`config.mk`:
```
export PLATFORM = sky130hd
export DESIGN_NAME = ptw_walker
export DESIGN_NICKNAME = d
export VERILOG_FILES = /design/src/rtl/ptw_pkg.sv /design/src/rtl/ptw_index.sv /design/src/rtl/ptw_decode.sv /design/src/rtl/ptw_walker.sv
export SDC_FILE = /design/constraint.sdc
export NUM_CORES = 1
export LEC_CHECK = 0
export BUFFER_PORTS_ARGS = -buffer_cell sky130_fd_sc_hd__buf_4
export CAP_MARGIN = 20
export CELL_PAD_IN_SITES_DETAIL_PLACEMENT = 0
export CELL_PAD_IN_SITES_GLOBAL_PLACEMENT = 1
export CORE_ASPECT_RATIO = 1.1
export CORE_MARGIN = 2
export CORE_UTILIZATION = 36
export CTS_BUF_LIST = sky130_fd_sc_hd__clkbuf_8
export CTS_CLUSTER_DIAMETER = 50
export DETAILED_ROUTE_END_ITERATION = 7
export PLACE_DENSITY = 0.95
export SETUP_SLACK_MARGIN = 0.2
export SLEW_MARGIN = 20
export SYNTH_ARGS = -nofsm -noshare
export SYNTH_HDL_FRONTEND = slang
export SYNTH_SLANG_ARGS = --single-unit
```
`constraint.sdc`:
```
create_clock -name clk -period 5 [get_ports clk]
set_input_delay 0.5 -clock clk [delete_from_list [all_inputs] [get_ports clk]]
set_output_delay 0.5 -clock clk [all_outputs]
set_load 0.005 [all_outputs]
```
`src/rtl/ptw_pkg.sv`:
```
package ptw_pkg;
  typedef enum logic [1:0] {
    CAUSE_NONE     = 2'd0,
    CAUSE_INVALID  = 2'd1,
    CAUSE_PERM     = 2'd2,
    CAUSE_NONCANON = 2'd3
  } cause_t;

  typedef enum logic [1:0] {
    DK_INVALID = 2'd0,
    DK_TABLE   = 2'd1,
    DK_PAGE    = 2'd2
  } desc_kind_t;

  localparam logic [1:0] ACC_READ  = 2'd0;
  localparam logic [1:0] ACC_WRITE = 2'd1;
  localparam logic [1:0] ACC_EXEC  = 2'd2;

  localparam int PERM_LSB = 2;
  localparam int PERM_W   = 3;
endpackage

```
`src/rtl/ptw_index.sv`:
```
module ptw_index #(
  parameter int VA_W   = 48,
  parameter int PA_W   = 48,
  parameter int IDX_W  = 9,
  parameter int OFF_W  = 12,
  parameter int LEVELS = 4,
  localparam int LVL_W = $clog2(LEVELS)
) (
  input  logic [VA_W-1:0]  va,
  input  logic [LVL_W-1:0] level,
  input  logic [PA_W-1:0]  base,
  output logic [PA_W-1:0]  addr
);
  localparam int ENT_SHIFT = OFF_W - IDX_W;

  logic [IDX_W-1:0] slice [LEVELS];

  genvar g;
  generate
    for (g = 0; g < LEVELS; g++) begin : g_slice
      assign slice[g] = va[OFF_W + IDX_W*(LEVELS-1-g) +: IDX_W];
    end
  endgenerate

  function automatic logic [PA_W-1:0] entry_addr(input logic [PA_W-1:0] tbl,
                                                 input logic [IDX_W-1:0] idx);
    logic [PA_W-1:0] aligned;
    aligned = {tbl[PA_W-1:OFF_W], {OFF_W{1'b0}}};
    return aligned + (PA_W'(idx) << ENT_SHIFT);
  endfunction

  assign addr = entry_addr(base, slice[level]);

  wire unused_va_bits = ^va[OFF_W-1:0];
endmodule

```
`src/rtl/ptw_decode.sv`:
```
module ptw_decode
  import ptw_pkg::*;
#(
  parameter int PA_W   = 48,
  parameter int OFF_W  = 12,
  parameter int LEVELS = 4,
  localparam int LVL_W = $clog2(LEVELS)
) (
  input  logic [63:0]        desc,
  input  logic [LVL_W-1:0]   level,
  input  logic [1:0]         acc,
  output desc_kind_t         kind,
  output logic [PA_W-1:0]    next_addr,
  output logic [PERM_W-1:0]  perm,
  output logic               perm_ok
);
  localparam logic [LVL_W-1:0] LAST = LVL_W'(LEVELS-1);

  always_comb begin
    if (!desc[0])
      kind = DK_INVALID;
    else if (!desc[1])
      kind = DK_INVALID;
    else if (level == LAST)
      kind = DK_PAGE;
    else
      kind = DK_TABLE;
  end

  assign next_addr = {desc[PA_W-1:OFF_W], {OFF_W{1'b0}}};
  assign perm      = desc[PERM_LSB +: PERM_W];

  always_comb begin
    case (acc)
      ACC_READ:  perm_ok = perm[0];
      ACC_WRITE: perm_ok = perm[1];
      ACC_EXEC:  perm_ok = perm[2];
      default:   perm_ok = 1'b0;
    endcase
  end

  wire unused_desc_bits = ^{desc[63:PA_W], desc[OFF_W-1:PERM_LSB+PERM_W]};
endmodule

```
`src/rtl/ptw_walker.sv`:
```
module ptw_walker
  import ptw_pkg::*;
#(
  parameter int VA_W   = 48,
  parameter int PA_W   = 48,
  parameter int IDX_W  = 9,
  parameter int OFF_W  = 12,
  parameter int LEVELS = 4,
  localparam int LVL_W = $clog2(LEVELS)
) (
  input  logic               clk,
  input  logic               rst_n,
  input  logic               req_valid,
  output logic               req_ready,
  input  logic [63:0]        req_va,
  input  logic [1:0]         req_acc,
  input  logic [PA_W-1:0]    root_base,
  output logic               mem_req_valid,
  input  logic               mem_req_ready,
  output logic [PA_W-1:0]    mem_req_addr,
  input  logic               mem_rsp_valid,
  input  logic [63:0]        mem_rsp_data,
  output logic               rsp_valid,
  output logic               rsp_fault,
  output logic [1:0]         rsp_cause,
  output logic [LVL_W-1:0]   rsp_level,
  output logic [PA_W-1:0]    rsp_pa,
  output logic [PERM_W-1:0]  rsp_perm
);
  typedef enum logic [1:0] {S_IDLE, S_ISSUE, S_WAIT, S_DONE} state_t;

  state_t               state;
  logic [VA_W-1:0]      va_q;
  logic [1:0]           acc_q;
  logic [PA_W-1:0]      base_q;
  logic [LVL_W-1:0]     level_q;
  logic                 fault_q;
  cause_t               cause_q;
  logic [PA_W-1:0]      pa_q;
  logic [PERM_W-1:0]    perm_q;

  function automatic logic is_canonical(input logic [63:0] v);
    return (&v[63:VA_W-1]) | ~(|v[63:VA_W-1]);
  endfunction

  // named internal events
  wire walk_start = req_valid && req_ready;
  wire req_canon  = is_canonical(req_va);
  wire desc_take  = (state == S_WAIT) && mem_rsp_valid;

  desc_kind_t          kind;
  logic [PA_W-1:0]     next_addr;
  logic [PERM_W-1:0]   leaf_perm;
  logic                perm_ok;

  ptw_index #(.VA_W(VA_W), .PA_W(PA_W), .IDX_W(IDX_W), .OFF_W(OFF_W),
              .LEVELS(LEVELS)) u_index (
    .va(va_q), .level(level_q), .base(base_q), .addr(mem_req_addr)
  );

  ptw_decode #(.PA_W(PA_W), .OFF_W(OFF_W), .LEVELS(LEVELS)) u_decode (
    .desc(mem_rsp_data), .level(level_q), .acc(acc_q), .kind(kind),
    .next_addr(next_addr), .perm(leaf_perm), .perm_ok(perm_ok)
  );

  always_ff @(posedge clk) begin
    if (!rst_n) begin
      state   <= S_IDLE;
      va_q    <= '0;
      acc_q   <= '0;
      base_q  <= '0;
      level_q <= '0;
      fault_q <= 1'b0;
      cause_q <= CAUSE_NONE;
      pa_q    <= '0;
      perm_q  <= '0;
    end else begin
      case (state)
        S_IDLE: if (walk_start) begin
          va_q    <= req_va[VA_W-1:0];
          acc_q   <= req_acc;
          base_q  <= {root_base[PA_W-1:OFF_W], {OFF_W{1'b0}}};
          level_q <= '0;
          pa_q    <= '0;
          perm_q  <= '0;
          if (!req_canon) begin
            fault_q <= 1'b1;
            cause_q <= CAUSE_NONCANON;
            state   <= S_DONE;
          end else begin
            fault_q <= 1'b0;
            cause_q <= CAUSE_NONE;
            state   <= S_ISSUE;
          end
        end
        S_ISSUE: if (mem_req_ready) state <= S_WAIT;
        S_WAIT: if (desc_take) begin
          case (kind)
            DK_TABLE: begin
              base_q  <= next_addr;
              level_q <= level_q + LVL_W'(1);
              state   <= S_ISSUE;
            end
            DK_PAGE: begin
              if (perm_ok) begin
                pa_q   <= {next_addr[PA_W-1:OFF_W], va_q[OFF_W-1:0]};
                perm_q <= leaf_perm;
              end else begin
                fault_q <= 1'b1;
                cause_q <= CAUSE_PERM;
              end
              state <= S_DONE;
            end
            default: begin
              fault_q <= 1'b1;
              cause_q <= CAUSE_INVALID;
              state   <= S_DONE;
            end
          endcase
        end
        default: state <= S_IDLE;
      endcase
    end
  end

  assign req_ready     = (state == S_IDLE);
  assign mem_req_valid = (state == S_ISSUE);
  assign rsp_valid     = (state == S_DONE);
  assign rsp_fault     = fault_q;
  assign rsp_cause     = cause_q;
  assign rsp_level     = level_q;
  assign rsp_pa        = pa_q;
  assign rsp_perm      = perm_q;

  wire unused_root = ^root_base[OFF_W-1:0];

  // a response is a single pulse and the walker is idle right after it
  assert_single_pulse_R1: assert property (@(posedge clk) disable iff (!rst_n)
    rsp_valid |=> (!rsp_valid && req_ready));

  // an accepted request makes the walker busy
  assert_busy_after_start_R1: assert property (@(posedge clk) disable iff (!rst_n)
    walk_start |=> !req_ready);

  // non-canonical request answers next cycle with no read
  assert_noncanon_R2: assert property (@(posedge clk) disable iff (!rst_n)
    (walk_start && !req_canon) |=> (rsp_valid && rsp_fault &&
      rsp_cause == CAUSE_NONCANON && !mem_req_valid));

  // a pending read keeps its address
  assert_addr_hold_R3: assert property (@(posedge clk) disable iff (!rst_n)
    (mem_req_valid && !mem_req_ready) |=> (mem_req_valid && $stable(mem_req_addr)));

  // descriptor reads are 8-byte aligned
  assert_addr_align_R3: assert property (@(posedge clk) disable iff (!rst_n)
    mem_req_valid |-> (mem_req_addr[2:0] == 3'b000));

  // success is only reported at the last level
  assert_success_level_R7: assert property (@(posedge clk) disable iff (!rst_n)
    (rsp_valid && !rsp_fault) |-> (rsp_level == LVL_W'(LEVELS-1) && rsp_cause == CAUSE_NONE));

  // permission faults happen at the leaf and carry zeroed results
  assert_perm_fault_R8: assert property (@(posedge clk) disable iff (!rst_n)
    (rsp_valid && rsp_cause == CAUSE_PERM) |->
      (rsp_level == LVL_W'(LEVELS-1) && rsp_pa == '0 && rsp_perm == '0));
endmodule

```
== Yosys cells after proc, flatten, opt, wreduce, memory -nomap -nowiden ==
Cells that the tools add are included.
Operators by class
  add/sub/neg operators: 2
  multiply operators: 0
  divide/modulo/power cells: 0
  magnitude comparators: 1
  equality and inequality tests: 16
  shifts and indexed selects: 0
  mux-type cells: 43
  bitwise gates (word level): 3
  reduce and logical (&&, ||, !) cells: 12
Operators by type and width (number)
  $mux 48: 7
  $pmux 48 s2: 2
  $add 48x12->48: 1
  $mux 2: 15
  $bmux 9 s2: 1
  $mux 9: 2
  $reduce_and 17->1: 1
  $reduce_or 17->1: 1
  $mux 3: 4
  $pmux 2 s2: 3
  $eq 2x2->1 const B: 5
  $reduce_and 5->1: 2
  $ne 2x1->1 const B: 4
  $eq 2x1->1 const B: 3
  $ne 2x2->1 const B: 3
  $pmux 2 s3: 1
  $pmux 3 s2: 1
  $logic_not 2->1: 2
  $mux 1: 4
  $pmux 1 s2: 2
  $reduce_and 4->1: 1
  $ge 3x3->1 const B: 1
  $ne 3x3->1 const B: 1
  $not 2->3: 1
  8 further kinds: 9
Storage, ports and cells
  bits in registers: 156
  latch bits: 0
  memory bits (writable): 0
  ROM bits: 0
  output and inout bits: 107
  logic and storage cells: 86
  memories: 0

== Longest topological paths before layout ==
Gate-level depths: netlist of the first run.
  depth after elaboration: 8
  mapped depth: 8
  gate-level depth less buffers: 6

== Modules after synthesis ==
From an unflattened synthesis of the first run, not the netlist that was laid out.
Unflattened totals
  cell total of the unflattened synthesis: 845
  area, all modules: 7114.3 um2
By module, submodules not included
  ptw_walker: instances 1, cells an instance 735, area each 6173.4 um2, sequential area each 3123.0 um2
  ptw_index: instances 1, cells an instance 51, area each 515.5 um2, sequential area each 0.0 um2
  ptw_decode: instances 1, cells an instance 59, area each 425.4 um2, sequential area each 0.0 um2

== Least setup slack after synthesis of the first run ==
OpenSTA, ideal clock, no wires.
  kind: register to register
  from: register level_q[0] (netlist: rsp_level[0])
  to: register pa_q[0] (netlist: rsp_pa[0])
  library setup time: 0.059 ns
  arrival: 1.643 ns
  path slack: 3.298 ns
  stages on the path, launching flop included: 7
  clock period less this slack: 1.702 ns
  cells stage by stage: dfxtp_1 > ha_1 > nand3_1 > or3_1 > nor3_2 > buf_2 > a22o_1
On the way
  word-level cells in the longest chain between the ends: 7
Ends and longest elaborated chain
  start: declaration: RTL line ptw_walker.sv:36  | logic [LVL_W-1:0] level_q;
  start signal: assignment: RTL line ptw_walker.sv:101  | level_q <= level_q + LVL_W'(1);
  $eq 2x2->1: RTL line ptw_decode.sv:24  | else if (level == LAST)
  $mux 2: RTL line ptw_decode.sv:24
  $mux 2: RTL line ptw_decode.sv:22  | else if (!desc[1])
  $mux 2: RTL line ptw_decode.sv:20  | if (!desc[0])
  $eq 2x2->1: RTL line ptw_walker.sv:98  | case (kind)
  $ne 2x1->1 (no line)
  $reduce_and 5->1 (no line)
  end signal: assignment: RTL line ptw_walker.sv:106  | pa_q <= {next_addr[PA_W-1:OFF_W], va_q[OFF_W-1:0]};
  end: declaration: RTL line ptw_walker.sv:39  | logic [PA_W-1:0] pa_q;
Every way passes these cells.
A chain may end at the register's enable or synchronous reset.

== Worst setup path in the final report of the first run ==
  from: register level_q[1] (netlist: rsp_level[1])
  to: register base_q[28]
On the way
  word-level cells in the longest chain between the ends: 7
Ends and longest elaborated chain
  $eq 2x2->1: RTL line ptw_decode.sv:24
  $mux 2: RTL line ptw_decode.sv:24
  $mux 2: RTL line ptw_decode.sv:22
  $mux 2: RTL line ptw_decode.sv:20
  $eq 2x1->1: RTL line ptw_walker.sv:98
  $ne 2x1->1 (no line)
  $reduce_and 4->1 (no line)
  end signal: assignment: RTL line ptw_walker.sv:82  | base_q <= {root_base[PA_W-1:OFF_W], {OFF_W{1'b0}}};
  end signal: assignment: RTL line ptw_walker.sv:100  | base_q <= next_addr;
  end: declaration: RTL line ptw_walker.sv:35  | logic [PA_W-1:0] base_q;
Every way passes these cells.

==> results of run 1 <==
==> routing by layer <==
layer,routed length (µm),track usage [%],share of wire (%),vias to the layer above
li1,-,-,-,2612
met1,6889,23.00,40,2448
met2,8210,33.36,48,246
met3,1783,8.540,10,27
met4,344,6.929,2.0,0
met5,0,0,0,-
==> power groups by stage <==
stage	clock network [mW]	registers, mW	logic (mW)
3_5_place_dp	0	1.31	0.537
3_3_place_gp	0	1.31	0.529
6_report	0.872	1.28	0.531
2_1_floorplan	0	1.30	0.306
4_1_cts	0.893	1.28	0.538
5_1_grt	0.944	1.30	0.584
==> sequential cells by signal (all words and copies together) (netlist names) <==
register   flops
acc_q          2
state          2
rsp_fault      1
rsp_perm       3
rsp_cause      2
va_q          48
rsp_pa        48
rsp_level      2
base_q        36
==> logic make-up (layout without fill, tap and decap cells) <==
family,count (synthesis),in the layout,share of synthesized area (%)
simple gates,250,250,17.86
compound gates,151,151,21.67
flops,144,144,50.37
buf+inv,56,292,5.182
mux,15,15,4.635
fa+ha+maj,1,1,0.2186
other cells,1,3,0.06553
==> worst reg2reg max path, delay by kind of cell, from the launching register on <==
family                   cells  cell delay (ns)
flip-flops                   1             0.57
adder cells (fa/ha/maj)      1             0.39
buffers and inverters        1             0.57
AND/OR/NAND/NOR              2             0.77
AO/OA/AOI/OAI                2             0.49
==> stage by stage <==
stage,hold WS (ns),power (mW),util [%],area [µm²]
after floorplan,0.4331,1.604,-,5731
after global placement,0.4390,1.836,49.03,7656
after detailed placement,0.4433,1.848,49.03,7656
after CTS,0.2237,2.715,51.36,8020
after global routing,0.2250,2.823,51.39,8024
final,0.2568,2.686,51.39,8024
==> worst paths after layout <==
check / end / cells after the start
worst min-delay path: rsp_pa[20] / 2
worst min register to register: va_q[39] / 2
worst max register to register: base_q[28] / 6
worst max-delay path: base_q[28] / 6
==> placed cells by master (no fill, tap or decap), types with 2 or more instances in the layout <==
master	netlist	final
a21oi_1	53	53
a221oi_1	2	2
a22o_1	51	51
a311oi_1	16	16
a311oi_2	20	20
and2_1	2	2
buf_4	11	257
clkbuf_8	0	18
clkinv_2	0	4
clkinvlp_4	0	5
conb_1	1	3
dfxtp_1	144	144
inv_1	2	3
inv_6	0	3
mux2_2	2	2
mux2i_1	4	4
mux4_2	9	9
nand2_1	179	179
nand2b_1	3	3
nand3_1	3	3
nand4_1	4	4
nor2_1	43	43
nor2_4	1	2
nor2b_1	3	2
nor3_1	2	2
nor4_1	4	4
o21ai_1	2	2
==> area by class of cell <==
class	instances	area (µm²)	share of cell area, %
Clock inverter	14	116.4	1.450
Inverter	2	8.758	0.1092
Tap cell	200	250.2	3.119
Sequential cell	144	2883	35.93
Timing Repair Buffer	258	1941	24.19
Clock buffer	18	247.7	3.087
Multi-Input combinational cell	420	2577	32.12
==> flow_summary.ini, run 1 <==
[setup_path]
startpoint = rsp_level[1]
cp_slowest_cell = nor2_4
cp_top_family = simple AND/OR/NAND/NOR gates
critPathKind = reg2reg
worst-path-buf-inv = 1
r2r_slack_ns = 2.14
worstSetupStartpointType = flop
path_max_fanout = 44
path_cells = ha_1 > o21a_1 > nor2_4 > buf_4 > nor2_1 > a311oi_2
critPathMaxStageDelay_ns = 0.66
worstSetupEndpointType = flop
cp_data_required_time_ns = 5.36
crit_arrival_ns = 3.22
r2r-start = rsp_level[1]

[pwr]
p_leak_nw = 3.485
cellPowerDensity_nw_per_um2 = 334.7
swShare_pct = 29.68
p_switching_mw = 0.7971
p_comb_share_pct = 19.8
seqPwrFrac_pct = 47.7
peakVddDrop_mv = 0.1430
pwr-share-clk_pct = 32.5
cell_internal_pwr_mw = 1.889

[logic_synthesis]
async_flop_share_pct = 0
synth_common_cells = nand2_1 (179), dfxtp_1 (144), a21oi_1 (53), a22o_1 (51), nor2_1 (43)
synthCells = 618
yosys_most_used_dff = dfxtp_1
synth-seq-area-share_pct = 50.37
ys_types = 41
netlist.area_leader.share_pct = 50.37
synth.most_common_cell = nand2_1
ys_ff_latch = 144
yosysTopAreaCell = dfxtp_1
syn_area_per_cell_um2 = 9.260
synth_area_leaders = dfxtp_1 (50%), nand2_1 (12%), a22o_1 (7.8%)
synth_area_um2 = 5723
yosysWarnings = 0
synth-edff-count = 0

[routing]
postRouteAntennaNets = 0
first_pass_iters = 4
drc = 0
wl_per_cell_um = 16.31
via_count = 5333
drt_iter0_drc = 275
viasPerCell = 5.050
routed_wirelength_um = 17230

[placement]
dp_slack_ns = 2.079
place_inst = 1024
numPortBuffers = 251
dpl.hpwl_um = 12100
place_congestion = 0.7766

[clock_network]
holdBufCountCts = 0
cts.sinks = 144
htree_num_levels = 4
clkTransAtPathRegs_ns = 0.09
cts_resized = 0
cts_root_buf = clkbuf_8
cts_tree = yes
clock_path_buffers = 2
postCtsSetupBuffers = 0
cts_buffers = 17
clock_latency_ns = 0.46

[job]
maxCapViolCount = 0

[final_layout]
nFillCells = 1526
area_delta_synth_final_pct = 40.21
fin_cells = 1056
antennaDiodeCount = 0
layout-drive-gt1-share_pct = 38.43
final_nets = 1027

[floorplanning]
start_util_pct = 36.65
core-area_um2 = 15620
die_h_um = 136.2
rows = 48
die_x_um = 124.2
num_io_pins = 290
die-area_um2 = 16920

[sta]
slew_headroom_pct = 41.42
report.final.slew_viol_count = 0
period_minus_slack_ns = 2.860
fin_worst_skew_ns = 0.01781
finalSetupViolCount = 0
fmaxAchievable_mhz = 349.7
finalSetupTns_ns = 0
post-route-period-util_pct = 57.19
timing.final.ws_setup_ns = 2.140
finalHoldViolCount = 0
tightest_slew_ns = 0.8786
rsz0062_at_grt = no

[global_route]
grt_antenna_before_repair = 0
grt_pass1_vias = 5048
track_usage_pct = 19.95
grt_start_max_net_pins = 93
grt_overflow = 0
grt_pass1_wl_um = 26780

[run_status]
outcome = complete, no violations

[worst_hold_path]
hold_path_startpoint = mem_rsp_data[20]
hp-class = in2reg
Power figures use the tool's default switching activity.
==> run 2, diff against run 1 <==
--- a/config.mk
+++ b/config.mk
@@ -11,11 +11,11 @@
 export CELL_PAD_IN_SITES_GLOBAL_PLACEMENT = 1
 export CORE_ASPECT_RATIO = 1.1
 export CORE_MARGIN = 2
-export CORE_UTILIZATION = 36
+export CORE_UTILIZATION = 30
 export CTS_BUF_LIST = sky130_fd_sc_hd__clkbuf_8
 export CTS_CLUSTER_DIAMETER = 50
 export DETAILED_ROUTE_END_ITERATION = 7
-export PLACE_DENSITY = 0.95
+export PLACE_DENSITY = 0.87
 export SETUP_SLACK_MARGIN = 0.2
 export SLEW_MARGIN = 20
 export SYNTH_ARGS = -nofsm -noshare
==> constraint.sdc (replaced) <==
create_clock -name clk -period 2.6 [get_ports clk]
set_input_delay 0.26 -clock clk [delete_from_list [all_inputs] [get_ports clk]]
set_output_delay 0.26 -clock clk [all_outputs]
set_load 0.005 [all_outputs]
==> flow_summary.ini, run 2 (synthesis gave the netlist of run 1 again) <==
[global_route]
grt_pass1_vias = 5423
grt_antenna_before_repair = 0
grt_start_max_net_pins = 62
track_usage_pct = 18.50
grt_pass1_wl_um = 28940
grt_overflow = 0

[clock_network]
htree_num_levels = 4
cts_root_buf = clkbuf_8
clock_path_buffers = 2
clkTransAtPathRegs_ns = 0.09
cts_resized = 0
postCtsSetupBuffers = 0
cts.sinks = 144
cts_tree = yes
cts_buffers = 17
clock_latency_ns = 0.45

[setup_path]
crit_arrival_ns = 2.49
worstSetupStartpointType = flop
critPathMaxStageDelay_ns = 0.57
cp_slowest_cell = dfxtp_1
cp_data_required_time_ns = 2.96
worstSetupEndpointType = flop
path_cells = mux2i_1 > or2_4 > nor2_4 > buf_12 > nor2_1 > a311oi_1
critPathKind = reg2reg
path_max_fanout = 27

[pwr]
p_leak_nw = 3.693
power_mw = 5.607
peakVddDrop_mv = 0.3004
cellPowerDensity_nw_per_um2 = 658.5

[placement]
dpl.hpwl_um = 13190
place_congestion = 0.7570
place_area_um2 = 7875
numPortBuffers = 251

[sta]
report.final.slew_viol_count = 0
finalHoldViolCount = 0
slew_headroom_pct = 52.20
fmaxAchievable_mhz = 468.1
period_minus_slack_ns = 2.136
fin_worst_hold_slack_ns = 0.03637
finalSetupViolCount = 0
post-route-period-util_pct = 82.16
tightest_slew_ns = 0.7171
finalSetupTns_ns = 0
fin_worst_skew_ns = 0.01692
rsz0062_at_grt = no

[final_layout]
fin_area_um2 = 8516
final_nets = 1063
area_delta_synth_final_pct = 48.80
antennaDiodeCount = 0
mostFrequentLayoutCell = buf_4
layout-drive-gt1-share_pct = 39.01
layout_common_cells = buf_4 (272), nand2_1 (179), dfxtp_1 (144)

[routing]
routed_wirelength_um = 18530
drt_iter0_drc = 198
wl_per_cell_um = 16.33
first_pass_iters = 5
drc = 0
viasPerCell = 4.805
via_count = 5454
postRouteAntennaNets = 0

[floorplanning]
rows = 52
start_util_pct = 30.86
die_x_um = 135.7
die-area_um2 = 20200
num_io_pins = 290
die_h_um = 148.9
core-area_um2 = 18540

[run_status]
outcome = complete, no violations

[job]
maxCapViolCount = 0

[worst_hold_path]
hp-class = in2reg
## run 2: cell types whose count changed in the layout (fill, tap and decap cells not counted), moves of 3 or more
| cell | before | now |
|---|---|---|
| buf_12 | 0 | 3 |
| buf_4 | 257 | 272 |
| bufinv_16 | 1 | 4 |
| clkinv_2 | 4 | 1 |
| dlygate4sd3_1 | 0 | 19 |
## run 2: worst max-delay path, delay by kind of cell, from the launching register on
| family | cells | cell delay [ns] |
|---|---|---|
| mux | 1 | 0.15 |
| buf+inv | 1 | 0.24 |
| simple gates | 3 | 0.81 |
| flops | 1 | 0.57 |
| compound gates | 1 | 0.26 |
## run 2: power by group
group / switching, mW / internal (mW)
Sequential: 0.0949 / 2.37
Combinational: 0.570 / 0.563
Clock: 0.926 / 1.09
Total: 1.59 / 4.02
## run 2: layout make-up
type / count / area [µm²]
clock inverter: 14 / 202.7
inverter: 2 / 8.758
clock buffer: 18 / 247.7
multi-input combinational: 420 / 2577
timing repair buffer: 294 / 2292
sequential: 144 / 2883
fill: 1833 / 10030
tap: 243 / 304.0
## run 2: routing by layer
| layer | part of all wire, % | up-vias | GRT usage (%) |
|---|---|---|---|
| met1 | 41 | 2525 | 21.84 |
| met2 | 47 | 217 | 30.25 |
| met5 | 0 | - | 0 |
| met4 | 2.4 | 0 | 7.135 |
| li1 | - | 2683 | - |
| met3 | 10 | 29 | 7.238 |
## run 2: path summary, 6_finish.rpt
path	start	to	slack [ns]	cells after the start
hold reg to reg	va_q[27]	va_q[27]	0.46	2
setup / recovery	state[1]	base_q[24]	0.46	6
setup reg to reg	state[1]	base_q[24]	0.46	6
hold / removal	mem_rsp_data[46]	rsp_pa[46]	0.04	2
## run 2: what timing repair did
item,in CTS,in global routing
endpoints found under the setup margin,0,0
endpoints found under the hold margin,18,1
hold buffers,18,1
## run 2: through the flow
stage,cells,setup slack (ns),utilization (%)
after floorplan,620,0.8982,-
after global placement,1084,0.5267,42.47
after detailed placement,1084,0.4807,42.47
after CTS,1134,0.4651,45.87
after global routing,1135,0.2791,45.92
final,1135,0.4638,45.92
